[src/rtl/ccr_unit.sv]
module ccr_unit #(
  parameter int NSRC = 4,
  localparam int VW = (NSRC > 1) ? $clog2(NSRC) : 1
) (
  input  logic            clk,
  input  logic            rst_n,
  input  logic            alu_we,
  input  logic            alu_add,
  input  logic            upd_nz,
  input  logic            upd_c,
  input  logic [7:0]      alu_res,
  input  logic            alu_cout,
  input  logic            alu_hc,
  input  logic            sim_stb,
  input  logic            rim_stb,
  input  logic            int_enter,
  input  logic            iret_stb,
  input  logic [7:0]      iret_val,
  input  logic            pop_stb,
  input  logic [7:0]      pop_val,
  input  logic [NSRC-1:0] irq_req,
  input  logic [NSRC-1:0] irq_ack,
  input  logic            trap_req,
  input  logic            trap_ack,
  output logic [7:0]      ccr_out,
  output logic            take_irq,
  output logic [VW-1:0]   take_vec,
  output logic            take_trap
);

  logic [4:0]      cc;
  logic [NSRC-1:0] pend;
  logic            trap_p;
  logic [VW-1:0]   low_idx;
  logic            unused_hi;

  assign unused_hi = ^{iret_val[7:5], pop_val[7:5]};

  always_ff @(posedge clk or negedge rst_n) begin
    if (!rst_n) begin
      cc <= 5'b01000;
    end else if (iret_stb) begin
      cc <= iret_val[4:0];
    end else if (pop_stb) begin
      cc <= pop_val[4:0];
    end else begin
      if (alu_we && alu_add) cc[4] <= alu_hc;
      if (alu_we && upd_nz) begin
        cc[2] <= alu_res[7];
        cc[1] <= (alu_res == 8'h00);
      end
      if (alu_we && upd_c) cc[0] <= alu_cout;
      if (int_enter || sim_stb) cc[3] <= 1'b1;
      else if (rim_stb)         cc[3] <= 1'b0;
    end
  end

  always_ff @(posedge clk or negedge rst_n) begin
    if (!rst_n) begin
      pend   <= '0;
      trap_p <= 1'b0;
    end else begin
      pend   <= (pend & ~irq_ack) | irq_req;
      trap_p <= (trap_p & ~trap_ack) | trap_req;
    end
  end

  always_comb begin
    low_idx = '0;
    for (int k = NSRC - 1; k >= 0; k--)
      if (pend[k]) low_idx = VW'(k);
  end

  assign ccr_out   = {3'b111, cc};
  assign take_trap = trap_p;
  assign take_irq  = (|pend) && !cc[3] && !trap_p;
  assign take_vec  = take_irq ? low_idx : '0;

endmodule

[config.mk]
export PLATFORM = sky130hd
export DESIGN_NAME = ccr_unit
export DESIGN_NICKNAME = d
export VERILOG_FILES = /design/src/rtl/ccr_unit.sv
export SDC_FILE = /design/constraint.sdc
export NUM_CORES = 1
export LEC_CHECK = 0
export ABC_AREA = 0
export ABC_CLOCK_PERIOD_IN_PS = 900
export CORE_AREA = 2 2 52 54
export DETAILED_ROUTE_END_ITERATION = 8
export DIE_AREA = 0 0 54 56
export GPL_TIMING_DRIVEN = 0
export PLACE_DENSITY_LB_ADDON = 0.3
export SETUP_SLACK_MARGIN = 0.05
export SLEW_MARGIN = 20
export SYNTH_ARGS = -nofsm -noshare
export SYNTH_HDL_FRONTEND = slang
export SYNTH_SLANG_ARGS = --single-unit
[constraint.sdc]
create_clock -name clk -period 0.9 [get_ports clk]
set_input_delay 0.18 -clock clk [delete_from_list [all_inputs] [get_ports clk]]
set_output_delay 0.18 -clock clk [all_outputs]
set_load 0.005 [all_outputs]
# Word level (Yosys, flattened, before mapping)
# Cells that the tools add are included.
# word_totals
word_cells	38
register_bits	10
out_inout_bits	12
# op_classes
bitwise	6
reduce_logical	14
n_mux	12
# ops
cell	count
$mux W2	6
$mux W5	2
$reduce_bool A3 Y1	3
$logic_not A8 Y1	1
$logic_and A1 B1 Y1	5
$and A4 B4 Y4	1
$mux W1	4
$not A4 Y4	1
$or A4 B4 Y4	1
$reduce_bool A4 Y1	1
$reduce_or A4 Y1	1
$logic_not A1 Y1	2
$and A1 B1 Y1	1
$logic_or A1 B1 Y1	1
$not A1 Y1	1
$or A1 B1 Y1	1

# Depth between registers and ports, before layout
# Gate-level depths: netlist of the first run.
# logic_depth
depth_word	5
depth_mapped	4

# Worst setup path before layout of the first run
# OpenSTA, ideal clock, no wires.
# synth_timing
path_kind	reg2out
start	register trap_p, in the netlist take_trap
end	output take_vec[0]
n_path_buf	0
path_stages_with_launch	3
path_slack_ns	-0.261
required_time_ns	0.720
arrival_ns	0.981
path_cell_list	dfrtp_1 or2_2 nor4_1
# synth_via
elab_chain_cells	3
# synth_rtl
item	line_no	rtl
start: declaration	33	logic trap_p;
start signal: assignment	64	trap_p <= (trap_p & ~trap_ack) | trap_req;
$logic_not A1 Y1	76	assign take_irq = (|pend) && !cc[3] && !trap_p;
$logic_and A1 B1 Y1	76	
$mux W2	77	assign take_vec = take_irq ? low_idx : '0;
end: declaration	27	output logic [VW-1:0] take_vec,
# Every way passes these cells.

# Worst setup path in the final report of the first run
# layout_timing
start	register pend[1]
end	output take_vec[0]
# layout_via
elab_chain_cells	4
elab_cells_between_ends	6
classes_between	3 x mux; 3 x reduce/logical
# layout_rtl
item	line_no	rtl
start: declaration	32	logic [NSRC-1:0] pend;
start signal: assignment	63	pend <= (pend & ~irq_ack) | irq_req;
$reduce_or A4 Y1	76	
$logic_and A1 B1 Y1 (2 in a row)	76	
$mux W2 *	77	
# Mark *: on every way between the ends. The rest lies on a longest branch, timed or not.

==> results.sh, run 1 <==
export IMPL_outcome="finished, violations left"
export IMPL_violations="negative setup slack"
export IMPL_cp_max_fo=2
export IMPL_rsz0062_at_grt="yes"
export IMPL_hold_buffers=0
export IMPL_fin_crit_sh_pct=162.8
export IMPL_path_buf_inv=2
export IMPL_clk_pin_slew_ps=70
export IMPL_synth_async_reset_ratio_pct=100.0
export IMPL_worstPathCellList="nor4_4, buf_4, nor4_2, buf_2"
export IMPL_setup_violations_final=13
export IMPL_hold_violations=0
export IMPL_yosysWarningCount=0
export IMPL_vias=672
export IMPL_finalPower_uw=1355
export IMPL_critPathKind="reg -> out"
export IMPL_drv_slew=0
export IMPL_ys_seq_elements=10
export IMPL_ir_worst_vdd_uv=569.9
export IMPL_die_y_um=56
export IMPL_gp_congestion=0.6160
export IMPL_multiInputGateArea_sq_um=336.6
export IMPL_comb_power_share_pct=31.3
export IMPL_initial_core_util_pct=23.77
export IMPL_skew_ps=0
export IMPL_clkPwrFrac_pct=30.0
export IMPL_fin_crit_ps=1465
export IMPL_first_iter_violations=6
export IMPL_clock_latency_ps=260
export IMPL_sw_frac_of_total_pct=24.48
export IMPL_final_cell_area_sq_mm=0.001247
export IMPL_grt_usage_pct=12.91
export IMPL_synth_edf_count=0
export IMPL_arrival_ps=1290
export IMPL_crit_path_max_incr_delay_ps=420
export IMPL_wl_um=1873
export IMPL_final_cells=153
export IMPL_grt_pass1_wl_um=2863
export IMPL_die_w_um=54
export IMPL_io_buffer_count=48
export IMPL_path_delay_family="flip-flops"
export IMPL_viasPerCell=4.392
export IMPL_dieArea_sq_mm=0.003024
export IMPL_cellPowerDensity_mw_per_mm2=1086
export IMPL_rows=18
export IMPL_syn_avg_cell_area_sq_um=9.476
export IMPL_first_pass_iters=5
export IMPL_num_io_pins=59
export IMPL_drc=0
export IMPL_startpoint_type="flop"
export IMPL_antenna_cells=0
export IMPL_p_leak_uw=0.0005445
export IMPL_regArea_sq_um=254.0
export IMPL_yosysTopAreaCell="dfrtp_1"
export IMPL_dp_hpwl_um=1424
export IMPL_synthToLayoutAreaGrowth_pct=115.8
export IMPL_yosysMostFrequentCell="dfrtp_1"
export IMPL_synth_top_area_share_pct=38.96
export IMPL_synth_cells=61
export IMPL_slowest_stage="dfrtp_1"
export IMPL_reg2reg_from="cc[3]"
export IMPL_netlist_area_sq_um=578.1
export IMPL_max_freq_ghz=0.6825
export IMPL_hold_class="in -> async"
export IMPL_clock_sinks=10
export IMPL_ys_seq_area_share_pct=43.51
export IMPL_worst_slack_ps=-565.2
export IMPL_grt_max_degree=11
export IMPL_r2r_end="cc[3]"
export IMPL_rr_worst_depth=4
export IMPL_ant_nets=0
export IMPL_synth_cell_types=27
export IMPL_core_area_sq_mm=0.002432
export IMPL_maxCapViolations=0
export IMPL_place_inst=141
export IMPL_synthTopCellsByCount="9 x dfrtp_1, 6 x inv_1"
export IMPL_drive_gt1_share_pct=31.71
export IMPL_cts_root_buffer="clkbuf_4"
export IMPL_seqPwrFrac_pct=38.7
export IMPL_crit_required_ps=720
export IMPL_h_tree_depth=1
export IMPL_grt_pass1_vias=704
export IMPL_r2r_slack_ps=-170
export IMPL_overflow=0
export IMPL_cp_end_kind="primary output"
export IMPL_placed_cell_area_sq_mm=0.001141
export IMPL_final_fill_count=228
export IMPL_p_switching_uw=331.8
export IMPL_cts_max_path_buffers=2
export IMPL_antenna_found_initial=0
export IMPL_detail_route_wl_per_cell_um=12.24
export IMPL_ys_top_cells_by_area="dfrtp_1 39%, a21o_1 5.2%, dfstp_2 4.5%"
export IMPL_p_int_uw=1023
export IMPL_tritoncts="done"
export IMPL_ys_flop_type="dfrtp_1"
export IMPL_fin_nets=171
export IMPL_cts_buffers=3
==> worst max-delay path by stage <==
stage	end	from	depth (start not counted)	slack, ps
floorplan	take_vec[0]	pend[3]	2	-80
global placement	cc[1]	alu_we	4	-630
detailed placement	cc[1]	iret_stb	5	-660
CTS	take_vec[0]	pend[1]	4	-550
global route	take_vec[0]	pend[2]	4	-630
finish	take_vec[0]	pend[1]	4	-570
==> cell families after synthesis <==
kind of cell	share of synthesized area, %
simple gates	17.53
compound gates	24.03
flops	43.51
buf+inv	10.60
other cells	0.6487
mux	3.680
==> power by group through the flow <==
stage                     Clock (uW)  Sequential (uW)  Combinational, uW
final                            406              525                424
after global routing             450              531                462
after CTS                        420              519                407
after detailed placement           0              528                386
after global placement             0              527                377
after floorplan                    0              526                118
==> what timing repair did <==
item | in CTS | in global routing
pin swaps | 5 | 1
setup buffers | 7 | 2
gates resized for setup | 55 | 9
setup endpoints to repair | 14 | 15
cloned | 0 | 0
==> per-stage QoR <==
| step | util (%) | hold slack (ps) | TNS [ps] | worst slack, ps |
|---|---|---|---|---|
| after floorplan | - | -115.6 | -230.9 | -79.62 |
| after global placement | 46.91 | 488.5 | -5129 | -627.9 |
| after detailed placement | 46.91 | 512.2 | -5442 | -660.1 |
| after CTS | 49.79 | 221.4 | -2355 | -554.4 |
| after global routing | 51.29 | 262.7 | -3109 | -630.8 |
| final | 51.29 | 231.8 | -2403 | -565.2 |
==> sequential cells by signal, indices dropped and copies added, names as in the netlist <==
name / flops
pend: 4
take_trap: 1
cc: 5
==> cell type report <==
type,instances,area share (%)
Timing Repair Buffer,56,41.02
Inverter,6,1.805
Multi-Input combinational cell,42,26.98
Clock buffer,4,2.909
Buffer,5,3.912
Tap cell,30,3.009
Sequential cell,10,20.36
==> per-layer routing <==
layer  part of all wire, %  up-vias  routed length (um)  global-route usage, %
met5                     0        -                   0                      0
met4                  0.37        0                   7                  5.714
met3                    12        2                 224                  3.763
met2                    49       36                 915                  23.00
met1                    39      297                 725                  13.32
li1                      -      337                   -                      -
==> placed cells by master (no fill, tap or decap), types with 2 or more instances in the layout <==
cell type,n
o21ai_1,2
dfrtp_1,7
buf_6,7
buf_4,6
nor2b_1,4
a21o_1,4
clkbuf_4,3
inv_1,5
nor4_2,2
o31ai_1,3
clkdlybuf4s15_1,2
clkdlybuf4s50_1,33
nand2_1,4
a21boi_1,2
nor2_1,3
buf_2,9
dlygate4sd2_1,3
a311oi_1,2
conb_1,3
dfrtp_2,2
No activity file was read; power rests on OpenSTA's default activity.
==> run 2: changes to the inputs <==
--- a/config.mk
+++ b/config.mk
@@ -6,7 +6,6 @@
 export NUM_CORES = 1
 export LEC_CHECK = 0
 export ABC_AREA = 0
-export ABC_CLOCK_PERIOD_IN_PS = 900
 export CORE_AREA = 2 2 52 54
 export DETAILED_ROUTE_END_ITERATION = 8
 export DIE_AREA = 0 0 54 56
==> results of run 2 <==
Same layout as run 1: the final DEF is identical, and so are final timing and power.
